**config.mk**
```make
export PLATFORM = sky130hd
export DESIGN_NAME = bcast_regbank
export DESIGN_NICKNAME = d
export VERILOG_FILES = /design/src/rtl/bbank_pkg.sv /design/src/rtl/bbank_decode.sv /design/src/rtl/bbank_regfile.sv /design/src/rtl/bbank_rdmux.sv /design/src/rtl/bcast_regbank.sv
export SDC_FILE = /design/constraint.sdc
export NUM_CORES = 2
export LEC_CHECK = 0
export BUFFER_PORTS_ARGS = -buffer_cell sky130_fd_sc_hd__buf_2
export CAP_MARGIN = 20
export CORE_AREA = 5 5 609 611
export DETAILED_ROUTE_END_ITERATION = 10
export DIE_AREA = 0 0 614 616
export MAX_ROUTING_LAYER = met4
export PLACE_DENSITY = 0.35
export SLEW_MARGIN = 10
export SYNTH_ARGS = -nofsm -noshare
export SYNTH_HDL_FRONTEND = slang
export SYNTH_SLANG_ARGS = --single-unit
```
**constraint.sdc**
```tcl
create_clock -name clk -period 3.6 [get_ports clk]
set_input_delay 0.18 -clock clk [delete_from_list [all_inputs] [get_ports clk]]
set_output_delay 0.18 -clock clk [all_outputs]
set_load 0.02 [all_outputs]
```
**src/rtl/bbank_pkg.sv**
```systemverilog
package bbank_pkg;
  typedef enum logic [1:0] {
    AC_CSEL   = 2'd0,
    AC_GLOB   = 2'd1,
    AC_SHARED = 2'd2,
    AC_NONE   = 2'd3
  } addr_class_e;
endpackage

```
**src/rtl/bbank_decode.sv**
```systemverilog
module bbank_decode
  import bbank_pkg::*;
#(
  parameter int ADDR_W = 8,
  parameter int NUM_CH = 2,
  parameter int GLB_LO = 1,
  parameter int GLB_HI = 2,
  parameter int SH_LO  = 3,
  parameter int SH_HI  = 24,
  parameter int GIDX_W = 1,
  parameter int SIDX_W = 5
) (
  input  logic [ADDR_W-1:0] addr,
  input  logic              wr_fire,
  input  logic [NUM_CH-1:0] ch_en,
  output addr_class_e       cls,
  output logic [GIDX_W-1:0] glb_idx,
  output logic [SIDX_W-1:0] sh_idx,
  output logic              csel_we,
  output logic              glb_we,
  output logic [NUM_CH-1:0] ch_we
);
  always_comb begin
    if (addr == '0)                                          cls = AC_CSEL;
    else if (addr >= ADDR_W'(GLB_LO) && addr <= ADDR_W'(GLB_HI)) cls = AC_GLOB;
    else if (addr >= ADDR_W'(SH_LO) && addr <= ADDR_W'(SH_HI))   cls = AC_SHARED;
    else                                                     cls = AC_NONE;
  end

  assign glb_idx = GIDX_W'(addr - ADDR_W'(GLB_LO));
  assign sh_idx  = SIDX_W'(addr - ADDR_W'(SH_LO));
  assign csel_we = wr_fire && (cls == AC_CSEL);
  assign glb_we  = wr_fire && (cls == AC_GLOB);

  for (genvar c = 0; c < NUM_CH; c++) begin : g_steer
    assign ch_we[c] = wr_fire && (cls == AC_SHARED) && ch_en[c];
  end
endmodule

```
**src/rtl/bbank_regfile.sv**
```systemverilog
module bbank_regfile #(
  parameter int NREG   = 22,
  parameter int DATA_W = 32,
  parameter int IDX_W  = 5,
  localparam int BE_W  = DATA_W / 8
) (
  input  logic                   clk,
  input  logic                   rst_n,
  input  logic                   we,
  input  logic [IDX_W-1:0]       idx,
  input  logic [DATA_W-1:0]      wdata,
  input  logic [BE_W-1:0]        be,
  output logic [NREG*DATA_W-1:0] regs_o
);
  for (genvar r = 0; r < NREG; r++) begin : g_reg
    logic hit;
    assign hit = we && (idx == IDX_W'(r));
    for (genvar b = 0; b < BE_W; b++) begin : g_lane
      logic [7:0] lane_q;
      always_ff @(posedge clk) begin
        if (!rst_n)              lane_q <= '0;
        else if (hit && be[b])   lane_q <= wdata[b*8 +: 8];
      end
      assign regs_o[r*DATA_W + b*8 +: 8] = lane_q;
    end
  end

  AST_IDX_IN_RANGE: assert property (@(posedge clk) disable iff (!rst_n)
    we |-> (int'(idx) < NREG));
endmodule

```
**src/rtl/bbank_rdmux.sv**
```systemverilog
module bbank_rdmux
  import bbank_pkg::*;
#(
  parameter int NUM_CH   = 2,
  parameter int DATA_W   = 32,
  parameter int NSH      = 22,
  parameter int NGLB     = 2,
  parameter int GIDX_W   = 1,
  parameter int SIDX_W   = 5,
  parameter int CSEL_LSB = 6
) (
  input  addr_class_e                   cls,
  input  logic [GIDX_W-1:0]             glb_idx,
  input  logic [SIDX_W-1:0]             sh_idx,
  input  logic [NUM_CH-1:0]             ch_en,
  input  logic [NUM_CH*NSH*DATA_W-1:0]  ch_regs,
  input  logic [NGLB*DATA_W-1:0]        glb_regs,
  output logic [DATA_W-1:0]             rd_data
);
  always_comb begin
    rd_data = '0;
    unique case (cls)
      AC_CSEL: rd_data[CSEL_LSB +: NUM_CH] = ch_en;
      AC_GLOB: begin
        for (int g = 0; g < NGLB; g++)
          if (g == int'(glb_idx)) rd_data = glb_regs[g*DATA_W +: DATA_W];
      end
      AC_SHARED: begin
        // walk from the highest channel down so the lowest enabled one wins
        for (int c = NUM_CH - 1; c >= 0; c--) begin
          if (ch_en[c]) begin
            for (int r = 0; r < NSH; r++)
              if (r == int'(sh_idx)) rd_data = ch_regs[(c*NSH + r)*DATA_W +: DATA_W];
          end
        end
      end
      default: rd_data = '0;
    endcase
  end
endmodule

```
**src/rtl/bcast_regbank.sv**
```systemverilog
module bcast_regbank
  import bbank_pkg::*;
#(
  parameter int NUM_CH   = 2,
  parameter int DATA_W   = 32,
  parameter int ADDR_W   = 8,
  parameter int GLB_LO   = 1,
  parameter int GLB_HI   = 2,
  parameter int SH_LO    = 3,
  parameter int SH_HI    = 24,
  parameter int CSEL_LSB = 6,
  localparam int BE_W    = DATA_W / 8,
  localparam int NSH     = SH_HI - SH_LO + 1,
  localparam int NGLB    = GLB_HI - GLB_LO + 1,
  localparam int SIDX_W  = (NSH > 1) ? $clog2(NSH) : 1,
  localparam int GIDX_W  = (NGLB > 1) ? $clog2(NGLB) : 1
) (
  input  logic                          clk,
  input  logic                          rst_n,
  input  logic                          req_valid,
  output logic                          req_ready,
  input  logic                          req_write,
  input  logic [ADDR_W-1:0]             req_addr,
  input  logic [DATA_W-1:0]             req_wdata,
  input  logic [BE_W-1:0]               req_be,
  output logic                          rsp_valid,
  input  logic                          rsp_ready,
  output logic [DATA_W-1:0]             rsp_data,
  output logic [NUM_CH-1:0]             ch_en,
  output logic [NUM_CH*NSH*DATA_W-1:0]  ch_regs,
  output logic [NGLB*DATA_W-1:0]        glb_regs
);
  localparam int CSEL_LANE = CSEL_LSB / 8;

  logic              fire, wr_fire, rd_fire;
  addr_class_e       cls;
  logic [GIDX_W-1:0] glb_idx;
  logic [SIDX_W-1:0] sh_idx;
  logic              csel_we, glb_we;
  logic [NUM_CH-1:0] ch_we;
  logic [NUM_CH-1:0] en_q;
  logic [DATA_W-1:0] rd_data;

  assign req_ready = !rsp_valid || rsp_ready;
  assign fire      = req_valid && req_ready;
  assign wr_fire   = fire && req_write;
  assign rd_fire   = fire && !req_write;
  assign ch_en     = en_q;

  bbank_decode #(
    .ADDR_W(ADDR_W), .NUM_CH(NUM_CH), .GLB_LO(GLB_LO), .GLB_HI(GLB_HI),
    .SH_LO(SH_LO), .SH_HI(SH_HI), .GIDX_W(GIDX_W), .SIDX_W(SIDX_W)
  ) u_decode (
    .addr(req_addr), .wr_fire(wr_fire), .ch_en(en_q), .cls(cls),
    .glb_idx(glb_idx), .sh_idx(sh_idx), .csel_we(csel_we),
    .glb_we(glb_we), .ch_we(ch_we)
  );

  // channel-select register: only the enable field is stored
  always_ff @(posedge clk) begin
    if (!rst_n)                           en_q <= '1;
    else if (csel_we && req_be[CSEL_LANE]) en_q <= req_wdata[CSEL_LSB +: NUM_CH];
  end

  for (genvar c = 0; c < NUM_CH; c++) begin : g_chan
    bbank_regfile #(.NREG(NSH), .DATA_W(DATA_W), .IDX_W(SIDX_W)) u_copy (
      .clk(clk), .rst_n(rst_n), .we(ch_we[c]), .idx(sh_idx),
      .wdata(req_wdata), .be(req_be),
      .regs_o(ch_regs[c*NSH*DATA_W +: NSH*DATA_W])
    );
  end

  bbank_regfile #(.NREG(NGLB), .DATA_W(DATA_W), .IDX_W(GIDX_W)) u_glob (
    .clk(clk), .rst_n(rst_n), .we(glb_we), .idx(glb_idx),
    .wdata(req_wdata), .be(req_be), .regs_o(glb_regs)
  );

  bbank_rdmux #(
    .NUM_CH(NUM_CH), .DATA_W(DATA_W), .NSH(NSH), .NGLB(NGLB),
    .GIDX_W(GIDX_W), .SIDX_W(SIDX_W), .CSEL_LSB(CSEL_LSB)
  ) u_rdmux (
    .cls(cls), .glb_idx(glb_idx), .sh_idx(sh_idx), .ch_en(en_q),
    .ch_regs(ch_regs), .glb_regs(glb_regs), .rd_data(rd_data)
  );

  always_ff @(posedge clk) begin
    if (!rst_n) begin
      rsp_valid <= 1'b0;
      rsp_data  <= '0;
    end else if (req_ready) begin
      rsp_valid <= rd_fire;
      if (rd_fire) rsp_data <= rd_data;
    end
  end

  AST_RSP_HOLD: assert property (@(posedge clk) disable iff (!rst_n)
    (rsp_valid && !rsp_ready) |=> (rsp_valid && $stable(rsp_data)));
  AST_RSP_NEXT: assert property (@(posedge clk) disable iff (!rst_n)
    rd_fire |=> rsp_valid);
  AST_MASK_STEER: assert property (@(posedge clk) disable iff (!rst_n)
    (ch_we & ~en_q) == '0);
  AST_ONE_TARGET: assert property (@(posedge clk) disable iff (!rst_n)
    $onehot0({csel_we, glb_we, |ch_we}));
  AST_NONE_NO_WRITE: assert property (@(posedge clk) disable iff (!rst_n)
    (wr_fire && en_q == '0 && req_addr >= ADDR_W'(SH_LO) && req_addr <= ADDR_W'(SH_HI))
      |=> $stable(ch_regs));
  AST_NONE_READ_ZERO: assert property (@(posedge clk) disable iff (!rst_n)
    (rd_fire && en_q == '0 && req_addr >= ADDR_W'(SH_LO) && req_addr <= ADDR_W'(SH_HI))
      |=> (rsp_data == '0));
  AST_LANE_KEEP: assert property (@(posedge clk) disable iff (!rst_n)
    (wr_fire && req_addr == ADDR_W'(GLB_LO) && !req_be[0]) |=> $stable(glb_regs[7:0]));
endmodule

```
======== Yosys cells after proc, flatten, opt, wreduce, memory -nomap -nowiden ========
Index checks and enable logic that the tools add are counted.
storage, ports and cells
  output and inout port bits .............. 1508
  latch bits .............................. 0
  RAM bits ................................ 0
  memory bits (read-only) ................. 0
  memories ................................ 0
  register bits ........................... 1507
  input bits .............................. 49
cells by class
  div/mod/pow operators ................... 0
  muxes and demuxes ....................... 53
  shifts and indexed selects .............. 0
  reductions and logical operators ........ 249
  magnitude comparators ................... 4
  multiply operators ...................... 0
  bitwise gates (word level) .............. 1
  equal/unequal tests ..................... 44
  $add $sub $neg .......................... 2
operators by type and width
  cell                                                 count
  2-to-1 mux 32 bit                                    47
  logical AND 1 bit                                    241
  == test 5 bit, first input constant                  14
  one-hot mux 24 bit (2 select lines)                  1
  == test 5 x 4 -> 1 bit, second input constant        8
  == test 5 bit, second input constant                 6
  == test 4 x 5 -> 1 bit, first input constant         4
  == test 5 x 3 -> 1 bit, second input constant        4
  one-hot mux 6 bit (2 select lines)                   1
  == test 3 x 5 -> 1 bit, first input constant         2
  == test 5 x 2 -> 1 bit, second input constant        2
  logical NOT 5 bit                                    2
  >= comparator 8 x 1 -> 1 bit, second input constant  1
  >= comparator 8 x 2 -> 1 bit, second input constant  1
  <= comparator 8 x 2 -> 1 bit, second input constant  1
  <= comparator 8 x 5 -> 1 bit, second input constant  1
  logical NOT 8 bit                                    1
  one-hot mux 2 bit (3 select lines)                   1
  == test 2 x 5 -> 1 bit, first input constant         1
  == test 5 x 1 -> 1 bit, second input constant        1
  subtractor 5 x 2 -> 5 bit, second input constant     1
  2-to-1 mux 2 bit                                     2
  == test 2 x 1 -> 1 bit, second input constant        1
  == test 2 bit, second input constant                 1
  other kinds (7)                                      8

======== Depth between registers and ports, before layout ========
  depth in word-level cells ............... 49
  gate-level depth with buffers ........... 18
  mapped depth without buffers ............ 13

======== By module ========
From an unflattened synthesis, not the netlist that was laid out.
second synthesis, totals
  cell total of the unflattened synthesis .. 7552
  area total of the unflattened synthesis .. 70577.7 µm²
modules (own cells, without submodules)
  module                                 times used  cells each  area an instance (µm²)
  bbank_regfile at g_chan[0].u_copy ...  2           2425        26271.4
  bbank_rdmux                            1           2266        13850.8
  bbank_regfile at u_glob                1           250         2493.6
  bcast_regbank                          1           154         1451.4
  bbank_decode                           1           32          239.0

======== Worst setup path after synthesis ========
OpenSTA, ideal clock, no wires.
  path type ............................... input to register
  from .................................... input req_addr[0]
  to ...................................... register rsp_data[13]
  cell stages on the path ................. 15
  data arrival time ....................... 3409 ps
  library setup time ...................... 83 ps
  buffers on the path ..................... 6
  slack ................................... 108 ps
  path through ............................ buf_4 buf_6 buf_4 buf_2 buf_2 nor2_1 o31a_1 ha_1 and3_1 clkbuf_1 nand3_1 or4_1 or3_1 o21a_1 o221ai_1
between the ends
  longest elaborated chain between the ends .. 49
ends and longest elaborated chain
  item                                   line                 source
  start, declared                        bcast_regbank.sv:23  input logic [ADDR_W-1:0] req_addr,
  subtractor 5 x 2 -> 5 bit              bbank_decode.sv:31   assign sh_idx = SIDX_W'(addr - ADDR_W'(SH_LO));
  logical NOT 5 bit                      bbank_rdmux.sv:33    if (r == int'(sh_idx)) rd_data = ch_regs[(c*NSH + r)*DATA_W +: DATA_W];
  2-to-1 mux 32 bit (22 in series)       bbank_rdmux.sv:33
  2-to-1 mux 32 bit                      bbank_rdmux.sv:31    if (ch_en[c]) begin
  2-to-1 mux 32 bit (22 in series)       bbank_rdmux.sv:33
  2-to-1 mux 32 bit                      bbank_rdmux.sv:31
  one-hot mux 24 bit (2 select lines) *  bbank_rdmux.sv:22    unique case (cls)
  end signal, assigned                   bcast_regbank.sv:92  if (rd_fire) rsp_data <= rd_data;
  end, declared                          bcast_regbank.sv:28  output logic [DATA_W-1:0] rsp_data,
Every way passes the cells marked *; elsewhere a longest branch is shown, timed or not.
A chain may end at the register's enable or synchronous reset.

======== Worst setup path after layout ========
  from .................................... input req_addr[2]
  to ...................................... register rsp_data[18]
The elaborated chain is that of the path after synthesis.

==> metrics.yaml <==
outcome: "finished with violations"
violations: "setup timing"
cts.sinks: 1507
worst-endpoint-arrival_ns: 4.59
holdPathStages: 6
rsz0062_at_grt: "no"
cts_root_buf: "clkbuf_16"
antenna_found_initial: 80
power.leakage_uw: 0.03567
synth.net_count: 8915
regToRegSetupSlack_ns: -0.08
synth.most_common_cell: "nand2_1"
ys_seq_elements: 1507
path_class: "input pin to flop"
grtUsageTotal_pct: 35.99
cts_buffers: 196
ant_nets: 0
start_util_pct: 17.90
setup_viol: 7
viasPerCell: 5.278
insertion_delay_ns: 0.97
drtIter0Drc: 12260
synth_edf_count: 0
ys_types: 97
maxCapViolations: 0
final_nets: 10850
r2r_cells: 9
num_rows: 222
area_growth_syn_to_layout_pct: 39.95
p_per_area_mw_per_mm2: 447.5
clock_path_buffers: 4
grt_max_degree: 198
holdPathEnd: "ch_en[1]"
maxSlewHeadroom_pct: 16.19
final_cells: 15830
synth_flop_cell: "dfxtp_1"
gp_congestion: 1.012
yosysSeqAreaShare_pct: 46.26
utilization_pct: 25.04
finalPower_uw: 40850
r2r_start: "g_chan[1].u_copy.g_reg[13].g_lane[0].lane_q[0]"
drt_wl_total_mm: 697.7
period_needed_ns: 3.729
tightest_slew_ns: 1.244
synth_top_area_share_pct: 46.26
synthTopCellsByArea: "dfxtp_1 46%, nand2_1 18%, a21oi_1 13%"
synth-async-reset-ratio_pct: 0
ir_drop_mv: 0.4242
die_y_um: 616
dp.cells: 15380
grt_pass1_vias: 75710
yosys-top-cells-count: "3176 x nand2_1, 1647 x a21oi_1, 1507 x dfxtp_1"
max_stage_delay_ns: 1.09
yosys_warnings: 0
grt_pass1_wl_mm: 869.9
firstDrtPassIters: 7
endpoint_kind: "flop"
hp-class: "input pin to flop"
yosysTopAreaCell: "dfxtp_1"
io_pins: 1557
wl_per_cell_um: 44.07
fin_crit_sh_pct: 103.6
drc: 0
maxSlewViolCount: 0
vias: 83560
hold_path_startpoint: "req_valid"
crit_slowest_cell: "o21ai_0"
dp_hpwl_mm: 565.1
cp_max_fo: 18
worst_slack_ns: -0.1292
design.core.area_mm2: 0.3644
critPathTopFamily: "compound AO/OA/AOI/OAI gates"
crit_path_start_kind: "input pin"
syn_avg_cell_area_um2: 7.359
overflow: 0
dieWidth_um: 614
synth_area_mm2: 0.06522
htree_levels: 4
cts_tree: "built"
drive_gt1_share_pct: 25.47
r2r_end: "rsp_data[0]"
skew_ns: 0.06861
synth_cells: 8862
path_buf_inv: 7
port_buffers: 1556
max_freq_ghz: 0.2682
die_area_mm2: 0.3782
hold_violations: 0
cts.clk_slew.worst_paths_ns: 0.07
crit_chain: "buf_4 -> buf_4 -> nand2_2 -> buf_4 -> nor2_4 -> buf_12 -> buf_4 -> buf_4 -> a22oi_1 -> o21ai_0 -> buf_4 -> o211ai_1 -> o21ai_0 -> a311oi_1 -> a21oi_1"
cp_common_cell: "buf_4"
required_ns: 4.46
==> kinds of logic (layout without fill, tap and decap cells) <==
group	Yosys count	after routing	share of synthesized area, %
fa+ha+maj	4	4	0.07674
simple gates	4050	4050	25.10
buf+inv	664	2762	4.265
flops	1507	1507	46.26
compound gates	2584	2584	23.46
mux	53	53	0.8403
other cells	0	55	0
==> power by group <==
part / internal, uW / total (uW) / switching (uW)
Sequential: 16700 / 16700 / 7.95
Clock: 11800 / 20800 / 8980
Combinational: 746 / 3360 / 2610
Total: 29200 / 40800 / 11600
==> tightest hold or removal path, stage by stage <==
cell	delay, ns
buf_2	0.11
and3_1	0.23
buf_4	0.19
nand3_1	0.15
mux2i_1	0.09
nand2_1	0.06
==> worst max-delay path by stage <==
stage | startpoint | to | slack (ns) | cells after the start
6_report | req_addr[2] | rsp_data[18] | -0.13 | 15
5_1_grt | g_chan[1].u_copy.g_reg[1].g_lane[2].lane_q[7] | rsp_data[23] | 0.04 | 12
4_1_cts | req_addr[2] | rsp_data[18] | 0.06 | 15
3_5_place_dp | req_addr[2] | rsp_data[28] | -1.10 | 15
3_3_place_gp | req_addr[2] | rsp_data[23] | -1.78 | 15
2_1_floorplan | req_addr[0] | rsp_data[13] | 0.11 | 15
==> layer usage <==
layer,vias to the layer above,track usage (%),part of all wire [%]
met1,42440,42.66,39
met4,0,22.35,7.8
li1,34640,-,-
met5,-,-,0
met2,5366,55.31,45
met3,1109,7.993,8.5
==> layout by cell type (no fill, tap or decap), types with 13 or more instances in the layout <==
cell,n
clkbuf_1,51
o221ai_1,50
mux2_2,14
a22o_1,39
nor2_1,352
o211ai_1,29
a221o_1,21
o221a_2,13
clkinv_2,35
and3_1,71
a2111oi_0,23
nand3_1,189
nand2_2,17
clkbuf_8,53
nor2_4,23
and2_1,13
nor2b_1,16
clkbuf_16,196
mux2i_1,39
dfxtp_1,1505
buf_4,686
a221oi_1,65
or3_1,19
dlygate4sd3_1,39
nand2_1,3159
nand4_1,22
a22oi_1,195
buf_2,1539
o22ai_1,121
o21ai_0,157
a222oi_1,18
nor3_1,47
diode_2,55
a211oi_1,33
a21oi_1,1646
a31oi_1,17
buf_12,120
==> layout make-up <==
| cell class | count | area (um^2) |
|---|---|---|
| Inverter | 14 | 60.06 |
| Sequential cell | 1507 | 30170 |
| Fill cell | 40510 | 273200 |
| Tap cell | 4816 | 6026 |
| Antenna cell | 55 | 137.6 |
| Clock buffer | 299 | 5812 |
| Multi-Input combinational cell | 6691 | 32640 |
| Clock inverter | 62 | 749.5 |
| Timing Repair Buffer | 2387 | 15670 |
==> what timing repair did <==
action | in CTS | in global routing
hold buffers | 39 | 0
hold endpoints to repair | 758 | 0
buffers inserted | 0 | 0
gates resized for setup | 5 | 1
setup endpoints to repair | 5 | 1
==> through the flow <==
stage	setup slack [ns]	TNS, ns	instance area (um^2)	hold WS (ns)
3_5_place_dp	-1.097	-11.71	84140	0.4572
5_1_grt	0.03968	0	91200	0.08778
3_3_place_gp	-1.776	-15.73	84090	0.4568
4_1_cts	0.06079	0	91130	0.01540
6_report	-0.1292	-0.5790	91270	0.09409
2_1_floorplan	0.1080	0	65220	0.5039
==> state kept, by name, summed over array words and instances (netlist names) <==
register                       flops
ch_en                              2
u_glob.g.g_lane.lane_q            64
rsp_valid                          1
g_chan.u_copy.g.g_lane.lane_q   1408
rsp_data                          32
No activity file was read; power rests on OpenSTA's default activity.
